<file path="config.mk">
export PLATFORM = sky130hd
export DESIGN_NAME = mon_id_seq
export DESIGN_NICKNAME = d
export VERILOG_FILES = /design/src/rtl/mon_id_pkg.sv /design/src/rtl/mon_id_timer.sv /design/src/rtl/mon_id_pack.sv /design/src/rtl/mon_id_seq.sv
export SDC_FILE = /design/constraint.sdc
export NUM_CORES = 1
export LEC_CHECK = 0
export BUFFER_PORTS_ARGS = -buffer_cell sky130_fd_sc_hd__clkbuf_2
export CAP_MARGIN = 20
export CORE_MARGIN = 2
export CORE_UTILIZATION = 35
export CTS_CLUSTER_DIAMETER = 80
export DETAILED_ROUTE_END_ITERATION = 10
export MAX_ROUTING_LAYER = met4
export PLACE_DENSITY = 0.65
export SYNTH_ARGS = -nofsm -noshare
export SYNTH_HDL_FRONTEND = slang
export SYNTH_SLANG_ARGS = --single-unit
</file>
<file path="constraint.sdc">
create_clock -name clk -period 4.98 [get_ports clk]
set_clock_uncertainty 0.15 [all_clocks]
set_input_delay 0.249 -clock clk [delete_from_list [all_inputs] [get_ports clk]]
set_output_delay 0.249 -clock clk [all_outputs]
set_load 0.05 [all_outputs]
</file>
<file path="src/rtl/mon_id_pkg.sv">
package mon_id_pkg;

    localparam int CODE_W = 11;

    typedef enum logic [2:0] {
        ST_IDLE,
        ST_HIGH,
        ST_FLOAT,
        ST_LOW_A,
        ST_LOW_B,
        ST_LOW_C
    } msense_state_e;

    // drive word: [5:3] release A,B,C ; [2:0] level A,B,C
    localparam logic [5:0] DRV_ALL_HIGH = 6'o07;
    localparam logic [5:0] DRV_RELEASE  = 6'o77;
    localparam logic [5:0] DRV_A_LOW    = 6'o33;
    localparam logic [5:0] DRV_B_LOW    = 6'o55;
    localparam logic [5:0] DRV_C_LOW    = 6'o66;

endpackage

</file>
<file path="src/rtl/mon_id_timer.sv">
module mon_id_timer #(
    parameter int CW = 12
) (
    input  logic          clk,
    input  logic          rst_n,
    input  logic          load,
    input  logic [CW-1:0] load_val,
    output logic          expired
);

    logic [CW-1:0] cnt_q;

    always_ff @(posedge clk or negedge rst_n) begin
        if (!rst_n) begin
            cnt_q <= '0;
        end else if (load) begin
            cnt_q <= load_val;
        end else if (cnt_q != '0) begin
            cnt_q <= cnt_q - 1'b1;
        end
    end

    assign expired = (cnt_q == '0);

    // a loaded step length is what the counter holds next cycle
    a_r3_timer_load: assert property (@(posedge clk) disable iff (!rst_n)
        load |=> (cnt_q == $past(load_val)));

endmodule

</file>
<file path="src/rtl/mon_id_pack.sv">
module mon_id_pack
    import mon_id_pkg::*;
(
    input  msense_state_e     step,
    input  logic              clear,
    input  logic              smp_en,
    input  logic [2:0]        sense,
    input  logic [CODE_W-1:0] code_q,
    output logic [CODE_W-1:0] code_d
);

    always_comb begin
        code_d = code_q;
        if (clear) begin
            code_d = '0;
        end else if (smp_en) begin
            case (step)
                ST_FLOAT: code_d[10:8] = sense;
                ST_LOW_A: code_d[5:4]  = sense[1:0];
                ST_LOW_B: begin
                    code_d[3] = sense[2];
                    code_d[2] = sense[0];
                end
                ST_LOW_C: code_d[1:0]  = sense[2:1];
                default: ;
            endcase
        end
    end

endmodule

</file>
<file path="src/rtl/mon_id_seq.sv">
module mon_id_seq
    import mon_id_pkg::*;
#(
    parameter int UNIT_CYC    = 1,
    parameter int SHORT_UNITS = 200,
    parameter int LONG_UNITS  = 2000
) (
    input  logic              clk,
    input  logic              rst_n,
    input  logic              start_i,
    input  logic [2:0]        sense_i,
    output logic [5:0]        drive_o,
    output logic [CODE_W-1:0] code_o,
    output logic              done_o
);

    localparam int SHORT_CYC = SHORT_UNITS * UNIT_CYC;
    localparam int LONG_CYC  = LONG_UNITS * UNIT_CYC;
    localparam int MAX_CYC   = (SHORT_CYC > LONG_CYC) ? SHORT_CYC : LONG_CYC;
    localparam int CW        = $clog2(MAX_CYC + 1);
    localparam logic [CW-1:0] SHORT_LD = CW'(SHORT_CYC - 1);
    localparam logic [CW-1:0] LONG_LD  = CW'(LONG_CYC - 1);

    msense_state_e     state_q, state_d;
    logic              tmr_load, tmr_zero, smp_en, code_clr;
    logic [CW-1:0]     tmr_val;
    logic [CODE_W-1:0] code_q, code_d;
    logic              done_q;

    // state register
    always_ff @(posedge clk or negedge rst_n) begin
        if (!rst_n) begin
            state_q <= ST_IDLE;
        end else begin
            state_q <= state_d;
        end
    end

    // next state
    always_comb begin
        state_d = state_q;
        unique case (state_q)
            ST_IDLE:  if (start_i)  state_d = ST_HIGH;
            ST_HIGH:  if (tmr_zero) state_d = ST_FLOAT;
            ST_FLOAT: if (tmr_zero) state_d = ST_LOW_A;
            ST_LOW_A: if (tmr_zero) state_d = ST_LOW_B;
            ST_LOW_B: if (tmr_zero) state_d = ST_LOW_C;
            ST_LOW_C: if (tmr_zero) state_d = ST_IDLE;
            default:                state_d = ST_IDLE;
        endcase
    end

    // outputs and step controls
    always_comb begin
        drive_o  = DRV_RELEASE;
        tmr_load = 1'b0;
        tmr_val  = '0;
        smp_en   = 1'b0;
        code_clr = 1'b0;
        unique case (state_q)
            ST_IDLE: begin
                drive_o = DRV_RELEASE;
                if (start_i) begin
                    tmr_load = 1'b1;
                    tmr_val  = SHORT_LD;
                    code_clr = 1'b1;
                end
            end
            ST_HIGH: begin
                drive_o = DRV_ALL_HIGH;
                if (tmr_zero) begin
                    tmr_load = 1'b1;
                    tmr_val  = LONG_LD;
                end
            end
            ST_FLOAT: begin
                drive_o = DRV_RELEASE;
                if (tmr_zero) begin
                    tmr_load = 1'b1;
                    tmr_val  = LONG_LD;
                    smp_en   = 1'b1;
                end
            end
            ST_LOW_A: begin
                drive_o = DRV_A_LOW;
                if (tmr_zero) begin
                    tmr_load = 1'b1;
                    tmr_val  = LONG_LD;
                    smp_en   = 1'b1;
                end
            end
            ST_LOW_B: begin
                drive_o = DRV_B_LOW;
                if (tmr_zero) begin
                    tmr_load = 1'b1;
                    tmr_val  = LONG_LD;
                    smp_en   = 1'b1;
                end
            end
            ST_LOW_C: begin
                drive_o = DRV_C_LOW;
                if (tmr_zero) begin
                    smp_en = 1'b1;
                end
            end
            default: drive_o = DRV_RELEASE;
        endcase
    end

    mon_id_timer #(.CW(CW)) u_timer (
        .clk      (clk),
        .rst_n    (rst_n),
        .load     (tmr_load),
        .load_val (tmr_val),
        .expired  (tmr_zero)
    );

    mon_id_pack u_pack (
        .step   (state_q),
        .clear  (code_clr),
        .smp_en (smp_en),
        .sense  (sense_i),
        .code_q (code_q),
        .code_d (code_d)
    );

    always_ff @(posedge clk or negedge rst_n) begin
        if (!rst_n) begin
            code_q <= '0;
            done_q <= 1'b0;
        end else begin
            code_q <= code_d;
            done_q <= (state_q == ST_LOW_C) && tmr_zero;
        end
    end

    assign code_o = code_q;
    assign done_o = done_q;

    // done lasts a single cycle
    a_r9_done_pulse: assert property (@(posedge clk) disable iff (!rst_n)
        done_o |=> !done_o);

    // drivers are released while done is shown
    a_r9_done_released: assert property (@(posedge clk) disable iff (!rst_n)
        done_o |-> (drive_o == DRV_RELEASE));

    // unused code bits stay zero
    a_r8_gap_zero: assert property (@(posedge clk) disable iff (!rst_n)
        code_o[7:6] == 2'b00);

    // accepted start clears the code
    a_r11_clear_on_start: assert property (@(posedge clk) disable iff (!rst_n)
        (state_q == ST_IDLE && start_i) |=> (code_o == '0));

    // idle code is held
    a_r11_hold_idle: assert property (@(posedge clk) disable iff (!rst_n)
        (state_q == ST_IDLE && !start_i) |=> $stable(code_o));

    // a running step never jumps back to the first step
    a_r10_no_restart: assert property (@(posedge clk) disable iff (!rst_n)
        (state_q != ST_IDLE) |=> (state_q != ST_HIGH || $past(state_q) == ST_HIGH));

endmodule

</file>
-- Word-level counts from Yosys, hierarchy flattened
Index checks and enable logic that the tools add are counted.
- register bits after elaboration: 24
- bits of input ports: 6
- output and inout port bits: 18
- word-level logic and storage cells: 62
- add/sub/neg operators: 1
- eq/ne operators: 11
- muxes and demuxes: 26
- reduce and logical (&&, ||, !) cells: 17
- operators with widths (kind ; count):
    two-way mux 11 bit ; 3
    two-way mux 3 bit ; 9
    case mux 6 bit (4 select lines) ; 1
    case mux 11 bit (2 select lines) ; 1
    case mux 3 bit (6 select lines) ; 1
    two-way mux 6 bit ; 2
    inequality test 2 bit, second input constant ; 6
    nonzero test 2 bit ; 6
    zero test 11 bit ; 1
    nonzero test 11 bit ; 1
    subtractor 11 x 1 -> 11 bit, second input constant ; 1
    two-way mux 8 bit ; 1
    AND reduction 2 bit ; 4
    OR reduction 4 bit ; 2
    == test 3 x 2 -> 1 bit, second input constant ; 2
    == test 3 bit, second input constant ; 2
    two-way mux 2 bit ; 3
    AND reduction 6 bit ; 1
    two-way mux 1 bit ; 4
    == test 3 x 1 -> 1 bit, second input constant ; 1
    zero test 3 bit ; 1
    case mux 1 bit (2 select lines) ; 1
    logical AND 1 bit ; 1

-- Logic depth before layout (Yosys ltp)
Gate-level depths: netlist of run 1.
- word-level depth: 5
- gate-level depth with buffers: 7

-- Cells and area by module
Synthesis of run 1 repeated with hierarchy kept, for this count alone.
- cells, all modules: 143
- area, all modules: 1500.2 µm²
- by module, submodules not included (module ; instances ; cells each ; area each (µm²)):
    mon_id_seq ; 1 ; 52 ; 626.9
    mon_id_timer ; 1 ; 63 ; 626.9
    mon_id_pack ; 1 ; 28 ; 246.5

-- Worst setup path before layout of run 1
No wires, ideal clock.
- path type: flip-flop to flip-flop
- from: reg state_q[0]
- to: reg code_q[0], in the netlist code_o[0]
- library setup time: 0.151 ns
- arrival: 1.964 ns
- required time: 4.679 ns
- slack: 2.715 ns
- stages on the path, launching flop included: 6
- path buffers: 1
- path through: dfrtp_1 -> clkbuf_1 -> nand3b_1 -> or4_4 -> mux2i_1 -> nor2_1
- cells in the longest elaborated chain, start to end: 5
- ends and longest elaborated chain (what ; line ; RTL):
    start: declaration ; mon_id_seq.sv:24 ; msense_state_e state_q, state_d;
    start signal: assignment ; mon_id_seq.sv:35 ; state_q <= state_d;
    == test 3 bit (tied with other cells) ; mon_id_pack.sv:17, mon_id_seq.sv:60 ;
    OR reduction 4 bit (no source line) ; -- ;
    two-way mux 1 bit ; -- ;
    nonzero test 2 bit (no source line) ; -- ;
    AND reduction 2 bit (no source line) ; -- ;
    end signal: assignment ; mon_id_seq.sv:132 ; code_q <= code_d;
    end: declaration ; mon_id_seq.sv:27 ; logic [CODE_W-1:0] code_q, code_d;
Parallel ways exist; a longest one is shown, timed or not.
A chain may end at the register's enable or synchronous reset.

-- Worst setup path after layout of run 1
- from: reg u_timer.cnt_q[5]
- to: reg u_timer.cnt_q[6]
- cells in the longest elaborated chain, start to end: 4
- ends and longest elaborated chain (what ; line ; RTL):
    start: declaration ; mon_id_timer.sv:11 ; logic [CW-1:0] cnt_q;
    start signal: assignment ; mon_id_timer.sv:17 ; cnt_q <= load_val;
    start signal: assignment ; mon_id_timer.sv:19 ; cnt_q <= cnt_q - 1'b1;
    parallel branches: the longest is 4 deep, another holds subtractor 11 x 1 -> 11 bit ; -- ;
Several ways; the timed one is not identified. The select of a mux whose other input is x is not followed.

==> impl_results.md, run 1 <==
* Slowest Stage Delay on Critical Path at 920 ps
* CTS-repair resized insts at 0
* H-tree depth at 1
* Initial antenna violation count at 0
* DR iter-0 viols at 45
* NumNets Final at 171
* Fin Hold WS at 81.4 ps
* Rows at 22
* Synth top area cells: dfrtp_1 46%, nand3_1 5.7%, nand2b_1 4.3%, or4_4 4.3%, o21ai_0 3.0%
* Final WL at 2.83 mm
* DRC at 0
* Status: finished clean
* Highest clock rate at 0.366 GHz
* Hold path depth at 3
* Crit share post-route at 54.8%
* Worst-margin pin slew at 1130 ps
* Clock slew seen by the registers of the worst setup and hold paths at 90 ps
* WL/cell at 13.5 µm
* Seq cells post-synth at 24
* Vias per inst at 5.36
* Final hold viol count at 0
* TritonCTS clock tree: done
* Sum Neg Setup Slack at 0 ps
* HPWL after detailed placement at 2.15 mm
* Setup violations, final at 0
* Met2 routed WL at 1.45 mm
* Sequential area share after synthesis at 45.5%
* Die ar. at 0.00428 mm²
* Synth warn at 0
* Min Tclk post-route at 2730 ps
* Post-Syn Instances at 142
* Clock latency on the worst-skew pair at 270 ps
* Max-cap violations at 0
* Total GRT Usage at 14.1%
* Layout cells sized above 1 at 21.0%
* Synth area leader: dfrtp_1
* CTS Buf Count at 3
* Initial Util at 36.3%
* Startpoint types: register
* Hold Crit Class: input pin to register
* Pre-Repair DR Iteration Count at 4
* Fillers at 382
* Post-Syn Area per Cell at 9.29 µm²
* Critical Path RT at 5010 ps
* Unrepaired setup endpoints after global routing: no
* Clock sinks at 24
* Total I/O pin count at 24
* Setup Fix Bufs, Post-CTS at 0
* Worst path cell trace: or4_4, nor3_1, nand2_1, nand4_1
* Critical path type: register to register
* Peak VDD IR at 0.162 mV
* First-pass GRT wire length at 4.66 mm
* Power Dens Cells at 551 mW/mm²
* FF-to-FF path depth at 4
* Clock Path Buffers at 2
* Gpl congestion at 0.797
* Top routing layer in use: met4
* Post-CTS Hold Buffers at 1
* Post-synth top area share at 45.5%
* Final-report max-slew violation count at 0
* Root buf cell: clkbuf_8
* Chip height at 65.4 µm
* Slew headroom at 24.2%
* Worst Setup End Kind: register
* Met3 routed WL at 90 µm
* M1 wire length at 1.26 mm
* Largest net degree at the start of global routing at 25
* Diode count at 0
* Static leakage at 0.688 nW
* Vias at 1126
* Die X at 65.4 µm
* Crit-path slowest cell: nor3_1
* Synth-to-Final Area Change at 16.4%
* Antenna viol nets, final at 0
* IO buf count at 21
* CP Max Fanout at 11
* Critical Path AT at 2760 ps
* Post-synthesis cell type count at 37
* Core ar. at 0.00363 mm²
* Vias in the first global route at 1022
* Synthesized area at 0.00132 mm²
* GRT overflow at 0
-- state kept, by name (all words and copies together) (netlist names) --
register	cells
u_timer.cnt_q	11
code_o	9
state_q	3
done_o	1
-- critical path: cells and delay by family, from the launching register on --
family        cells  cell delay [ps]
simple gates      4             2070
flops             1              440
-- Yosys cell counts --
| library cell | n |
|---|---|
| mux2i_1 | 2 |
| o21ai_0 | 8 |
| buf_2 | 1 |
| and3_1 | 1 |
| a22oi_1 | 1 |
| o21ai_1 | 2 |
| nor2_1 | 8 |
| o31ai_1 | 4 |
| dfrtp_1 | 24 |
| a211oi_1 | 1 |
| o2111ai_1 | 1 |
| and2_0 | 1 |
| nand4_1 | 5 |
| o211ai_1 | 2 |
| or3_1 | 2 |
| o31a_1 | 1 |
| inv_1 | 3 |
| nand2b_1 | 9 |
| nand2_1 | 10 |
| conb_1 | 1 |
| ha_1 | 2 |
| nor4_1 | 3 |
| xnor2_1 | 2 |
| a21oi_1 | 2 |
| nor3_1 | 6 |
| buf_1 | 1 |
| or3b_2 | 3 |
| clkbuf_1 | 4 |
| nand3b_1 | 4 |
| nor2b_1 | 1 |
| a21o_1 | 1 |
| buf_4 | 2 |
| or4_4 | 5 |
| nor4b_1 | 1 |
| nand3_1 | 15 |
| xor2_1 | 2 |
| nor3b_1 | 1 |
-- placed cells by master, fill, tap and decap left out, drive strengths merged, types with 3 or more instances in the layout --
master  count
clkbuf     25
dfrtp      24
inv         3
nand2      10
nand2b      9
nand3      15
nand3b      4
nand4       5
nor2        8
nor3        6
nor4        3
o21ai      10
o31ai       4
or3b        3
or4         5
-- metal layers --
| layer | vias to the layer above | track usage (%) |
|---|---|---|
| met5 | - | - |
| met4 | 0 | 4.69 |
| met3 | 4 | 1.37 |
| met2 | 19 | 24.9 |
| met1 | 547 | 17.0 |
| li1 | 556 | - |
-- final timing paths --
check / startpoint / endpoint / slack [ps]
min: sense_i[1] / code_o[5] / 80
max reg2reg: u_timer.cnt_q[5] / u_timer.cnt_q[6] / 2250
max: u_timer.cnt_q[5] / u_timer.cnt_q[6] / 2250
max in group asynchronous: rst_n / u_timer.cnt_q[5] / 3910
min in group asynchronous: rst_n / code_o[4] / 370
min reg2reg: code_o[2] / code_o[2] / 360
-- cells by family after synthesis --
group	share of synthesized area [%]
DFF	45.5
muxes	1.52
xor gates and xnor gates	2.66
other	0.284
buffers and inverters	3.79
and+or+nand+nor	33.3
adders and majority gates	1.90
AOI/OAI and AO/OA	11.0
-- through the flow --
step | utilization [%] | instances | setup slack (ps) | instance area (µm²) | power [W]
global placement | 39.9 | 204 | 2460 | 1450 | 0.000665
finish | 42.3 | 210 | 2250 | 1540 | 0.000846
global route | 42.3 | 210 | 2160 | 1540 | 0.000898
floorplan | - | 143 | 2710 | 1320 | 0.000600
detailed placement | 39.9 | 204 | 2300 | 1450 | 0.000679
CTS | 42.1 | 209 | 2280 | 1530 | 0.000851
-- layout make-up --
| cell class | instances | area, µm² | area share, % |
|---|---|---|---|
| tap | 48 | 60.1 | 3.91 |
| multi-input combinational | 108 | 672 | 43.8 |
| sequential | 24 | 601 | 39.1 |
| clock buffer | 3 | 41.3 | 2.69 |
| inverter | 3 | 11.3 | 0.733 |
| timing repair buffer | 23 | 120 | 7.82 |
| clock inverter | 1 | 30.0 | 1.96 |
-- power breakdown --
part           switching (W)  internal [W]  total (W)
registers          0.0000856      0.000257   0.000343
clock network      0.0000622      0.000107   0.000170
logic               0.000214      0.000119   0.000333
Power figures use the tool's default switching activity.
==> inputs of run 2 (changes only) <==
- PLACE_DENSITY: 0.65 -> 0.67
- clock period: 4.98 -> 2.5 ns (I/O delays scaled with it)
==> run 2 against run 1 <==
Against the previous run: clock-buffer cell count unchanged; routed wire length up 6.1%; worst setup slack got worse by 1900 ps; core utilization is 2.3 points higher; critical path depth grew 2; first-iteration DRC count up 2.2%; design area grew 5.5%; sequential power grew 90%; die area did not move; combinational power up 120%; critical path type unchanged; critical endpoint is now u_timer.cnt_q[8].
==> impl_results.md, run 2 (same netlist as run 1, synthesis figures left out) <==
* Root buf cell: clkbuf_8
* DRC at 0 (unchanged)
* Initial Util at 36.3% (unchanged)
* Worst-margin pin slew at 606 ps (-523 ps)
* Most common cell after layout, fill and taps aside: dfrtp_1
* R2r startpoint: u_timer.cnt_q[0]
* Pre-Repair DR Iteration Count at 4 (unchanged)
* Hold Crit Class: input pin to register
* Final hold viol count at 0 (unchanged)
* Crit share post-route at 85.2% (+30 points)
* Crit-path slowest cell: or3b_2
* Critical path type: register to register
* Critical Path AT at 2150 ps (-610 ps)
* CTS Buf Count at 3 (unchanged)
* Clock latency on the worst-skew pair at 270 ps (about the same)
* Die ar. at 0.00428 mm² (unchanged)
* Layout cells sized above 1 at 23.8% (+2.8 points)
* Diode count at 0 (unchanged)
* Synth-to-Final Area Change at 22.9%
* Startpoint types: register
* Crit path from: u_timer.cnt_q[0]
* IO buf count at 21 (unchanged)
* R2r setup slk at 370 ps (-1880 ps)
* Final WL at 3.01 mm (+6.1%)
* Max reg flops at 11 (unchanged)
* Antenna viol nets, final at 0 (unchanged)
* DR iter-0 viols at 46 (+2.2%)
* CP Max Fanout at 5 (-6)
* Vias in the first global route at 1071 (+4.8%)
* GRT overflow at 0 (unchanged)
* Placed cells at 212 (+3.9%)
* Setup violations, final at 0 (unchanged)
* Worst path cell trace: inv_1, ha_1, or3b_2, nor3b_1, xnor2_1, o31ai_1
* Total GRT Usage at 15.6% (+1.5 points)
* Commonest non-fill, non-tap cells in the layout: 24 x dfrtp_1, 21 x clkbuf_2, 15 x nand3_1
* Worst Setup End Kind: register
* CP delay by family, top: simple AND/OR/NAND/NOR gates
* Max-cap violations at 0 (unchanged)
* Initial antenna violation count at 0 (unchanged)
* Status: finished clean
* Vias at 1138 (+1.1%)
* Unrepaired setup endpoints after global routing: no
* Largest net degree at the start of global routing at 25 (unchanged)
* Setup Fix Bufs, Post-CTS at 0 (unchanged)
* Finished Layout Cells at 220 (+4.8%)
* Highest clock rate at 0.470 GHz (+28%)
* First-pass GRT wire length at 5.03 mm (+7.8%)
* H-tree depth at 1 (unchanged)
* Clock slew seen by the registers of the worst setup and hold paths at 90 ps (about the same)
* WL/cell at 13.7 µm (+1.3%)
* Sum Neg Setup Slack at 0 ps (unchanged)
* Static leakage at 0.739 nW (+7.4%)
* Power Dens Cells at 1070 mW/mm² (+95%)
* Hold path start: start_i
* Critical Path RT at 2520 ps (-2490 ps)
* Reg with most FFs: u_timer.cnt_q
* Clock sinks at 24 (unchanged)
* Chip height at 65.4 µm (unchanged)
* Clock Path Buffers at 2 (unchanged)
* Core ar. at 0.00363 mm² (unchanged)
* Gpl congestion at 0.779 (-2.2%)
* Rows at 22 (unchanged)
* WP buf/inv at 1 (+1)
* Slew headroom at 59.6% (+35 points)
* Final-report max-slew violation count at 0 (unchanged)
* NumNets Final at 181 (+5.8%)
* Total I/O pin count at 24 (unchanged)
* Min Tclk post-route at 2130 ps (-600 ps)
* Post-layout util at 44.6% (+2.3 points)
* Peak VDD IR at 0.268 mV (+65%)
* TritonCTS clock tree: done
* Vias per inst at 5.17 (-3.5%)
* HPWL after detailed placement at 2.23 mm (+3.7%)
* Die X at 65.4 µm (unchanged)
* Slowest Stage Delay on Critical Path at 520 ps (-400 ps)
## run 2: worst paths after layout
| kind | endpoint | cells past startpoint |
|---|---|---|
| max | u_timer.cnt_q[8] | 6 |
| min | state_q[0] | 4 |
| max reg2reg | u_timer.cnt_q[8] | 6 |
| min reg2reg | code_o[1] | 2 |
| max in group asynchronous | code_o[9] | 2 |
| min in group asynchronous | u_timer.cnt_q[9] | 2 |
## run 2: metal layers
layer	track usage, %	wire length, µm	part of all wire, %
met4	6.25	51	1.7
met5	-	0	0
met3	2.23	125	4.2
met1	19.5	1380	46
met2	25.6	1450	48
## run 2: timing repair
item,CTS,global route
hold buffers,4,0
hold endpoints to repair,28,0
endpoints found under the setup margin,0,0
resized for setup,0,0
## run 2: stage by stage
| stage | power, W | setup slack, ps | hold WS, ps | instance area [µm²] |
|---|---|---|---|---|
| final | 0.00174 | 371 | 209 | 1620 |
| after CTS | 0.00175 | 377 | 208 | 1620 |
| after global routing | 0.00185 | 203 | 246 | 1620 |
| after global placement | 0.00136 | 508 | 3.40 | 1510 |
| after detailed placement | 0.00140 | 405 | 6.55 | 1510 |
| after floorplan | 0.00119 | 235 | -321 | 1320 |
## run 2: area by class of cell
type | instances | area (µm²)
flip-flops and latches | 24 | 601
multi-input cells | 108 | 672
clock buffers | 3 | 41.3
clock inverters | 1 | 30.0
well taps | 48 | 60.1
inverters | 3 | 11.3
fillers | 357 | 2010
repair buffers | 33 | 205
## run 2: worst reg2reg max path, delay by kind of cell, from the launching register on
family	cells	cell delay [ps]
compound gates	1	230
xor+xnor	1	100
fa+ha+maj	1	220
buf+inv	1	110
flops	1	420
simple gates	2	800
## run 2: where the power goes
group / total (W) / internal [W] / switching, W
Combinational: 0.000747 / 0.000272 / 0.000474
Clock: 0.000342 / 0.000214 / 0.000128
Sequential: 0.000651 / 0.000512 / 0.000138
Total: 0.00174 / 0.000999 / 0.000741
==> inputs of run 3 (changes only) <==
--- a/constraint.sdc
+++ b/constraint.sdc
@@ -3,3 +3,3 @@
 set_input_delay 0.125 -clock clk [delete_from_list [all_inputs] [get_ports clk]]
 set_output_delay 0.125 -clock clk [all_outputs]
-set_load 0.05 [all_outputs]
+set_load 0.1 [all_outputs]
==> run 3 against run 2 <==
Against the previous run: sequential power barely moved; critical endpoint is now code_o[2]; power up 6.8%; hold slack worse by 2.9 ps; fmax increased by 1.7%.
==> impl_results.md, run 3 (same netlist as run 1, synthesis figures left out) <==
* Final-report max-slew violation count at 0 (unchanged)
* Unrepaired setup endpoints after global routing: no
* CTS-repair resized insts at 0 (unchanged)
* Power Dens Cells at 1170 mW/mm² (+8.8%)
* Total GRT Usage at 15.9% (+0.22 points)
* Status: finished clean
* Vias per inst at 5.34 (+3.3%)
* Chip height at 65.4 µm (unchanged)
* Finished Layout Cells at 218 (-0.91%)
* Fin Hold WS at 206 ps (-2.94 ps)
* CP Max Fanout at 14 (+9)
* Commonest non-fill, non-tap cells in the layout: 24 x dfrtp_1, 21 x clkbuf_2, 15 x nand3_1
* Max-cap violations at 0 (unchanged)
* Critical Path AT at 2090 ps (-60 ps)
* Worst path cell trace: or3b_2, or4_4, nand3_1, o21ai_0
* Hold Crit Class: input pin to register
* Rows at 22 (unchanged)
* Worst-margin pin slew at 592 ps (-14.5 ps)
* Initial Util at 36.3% (unchanged)
* Clock sinks at 24 (unchanged)
* Layout cells sized above 1 at 23.5% (-0.31 points)
* Setup violations, final at 0 (unchanged)
* Pre-Repair DR Iteration Count at 4 (unchanged)
* Clock slew seen by the registers of the worst setup and hold paths at 90 ps (about the same)
* Clock latency on the worst-skew pair at 270 ps (about the same)
* HPWL after detailed placement at 2.19 mm (-2.1%)
* TritonCTS clock tree: done
* Placed cell area at 0.00150 mm² (-0.83%)
* CP delay by family, top: simple AND/OR/NAND/NOR gates
* DRC at 0 (unchanged)
* Total power at 0.00186 W (+6.8%)
* Core ar. at 0.00363 mm² (unchanged)
* Antenna viol nets, final at 0 (unchanged)
* Slowest Stage Delay on Critical Path at 580 ps (+60 ps)
* IO buf count at 21 (unchanged)
* DR iter-0 viols at 35 (-24%)
* Crit share post-route at 83.8% (-1.4 points)
* Worst Setup End Kind: register
* Crit-path slowest cell: dfrtp_1
* Vias in the first global route at 1146 (+7.0%)
* WL/cell at 13.6 µm (-0.19%)
* First-pass GRT wire length at 5.19 mm (+3.1%)
* Reg with most FFs: u_timer.cnt_q
* Gpl congestion at 0.743 (-4.7%)
* Die ar. at 0.00428 mm² (unchanged)
* GRT overflow at 0 (unchanged)
* Static leakage at 0.720 nW (-2.5%)
* Placed cells at 210 (-0.94%)
* Diode count at 0 (unchanged)
* Most common cell after layout, fill and taps aside: dfrtp_1
* Vias at 1165 (+2.4%)
* Root buf cell: clkbuf_8
* Slew headroom at 60.6% (+0.97 points)
* Startpoint types: register
* Initial antenna violation count at 0 (unchanged)
* Clock Path Buffers at 2 (unchanged)
* Max reg flops at 11 (unchanged)
* Final hold viol count at 0 (unchanged)
* H-tree depth at 1 (unchanged)
* WP buf/inv at 0 (-1)
* NumNets Final at 179 (-1.1%)
* Critical Path RT at 2500 ps (-20 ps)
* Min Tclk post-route at 2090 ps (-34.8 ps)
* Final WL at 2.97 mm (-1.1%)
* Synth-to-Final Area Change at 20.7%
* Critical path type: register to register
* Setup Fix Bufs, Post-CTS at 0 (unchanged)
* Die X at 65.4 µm (unchanged)
* Finished Cell Area at 0.00159 mm² (-1.8%)
* Total I/O pin count at 24 (unchanged)
* Peak VDD IR at 0.558 mV (+110%)
* CTS Buf Count at 3 (unchanged)
* Highest clock rate at 0.477 GHz (+1.7%)
* Largest net degree at the start of global routing at 25 (unchanged)
-- run 3: cell type report --
type	count	area [µm²]
inverters	3	11.3
multi-input cells	108	674
fillers	379	2040
well taps	48	60.1
repair buffers	31	190
clock buffers	4	55.1
flip-flops and latches	24	601
-- run 3: where the power goes --
group          switching [W]  internal (W)  total [W]
clock               0.000126      0.000141   0.000267
sequential          0.000137      0.000512   0.000650
combinational       0.000673      0.000270   0.000942
total               0.000936      0.000923    0.00186
-- run 3: path summary, 6_finish.rpt --
| path | startpoint | endpoint | slack, ps | depth (start not counted) |
|---|---|---|---|---|
| worst max-delay path | state_q[2] | code_o[2] | 410 | 4 |
| worst min-delay path | start_i | state_q[0] | 210 | 4 |
| worst max register to register | state_q[2] | code_o[2] | 410 | 4 |
| worst min register to register | code_o[4] | code_o[4] | 360 | 2 |
| max in group asynchronous | rst_n | u_timer.cnt_q[5] | 1580 | 2 |
| min in group asynchronous | rst_n | code_o[3] | 240 | 2 |
-- run 3: timing repair --
| action | CTS | global route |
|---|---|---|
| hold buffers | 4 | 0 |
| endpoints found under the setup margin | 0 | 0 |
| endpoints found under the hold margin | 28 | 0 |
-- run 3: metal layers --
metal	routed length, µm	up-vias	track usage, %
met1	1310	564	19.2
met5	0	-	-
met2	1530	26	27.2
li1	-	571	-
met3	92	4	2.05
met4	38	0	5.73
-- run 3: per-stage QoR --
stage	util, %	setup WS [ps]	TNS (ps)
6_report	43.8	406	0
5_1_grt	43.8	316	0
4_1_cts	43.8	411	0
3_5_place_dp	41.2	415	0
3_3_place_gp	41.2	476	0
2_1_floorplan	-	-176	-294
-- run 3: worst reg2reg max path, delay by kind of cell, from the launching register on --
family | cells | cell delay [ps]
flops | 1 | 580
simple gates | 3 | 1150
compound gates | 1 | 100
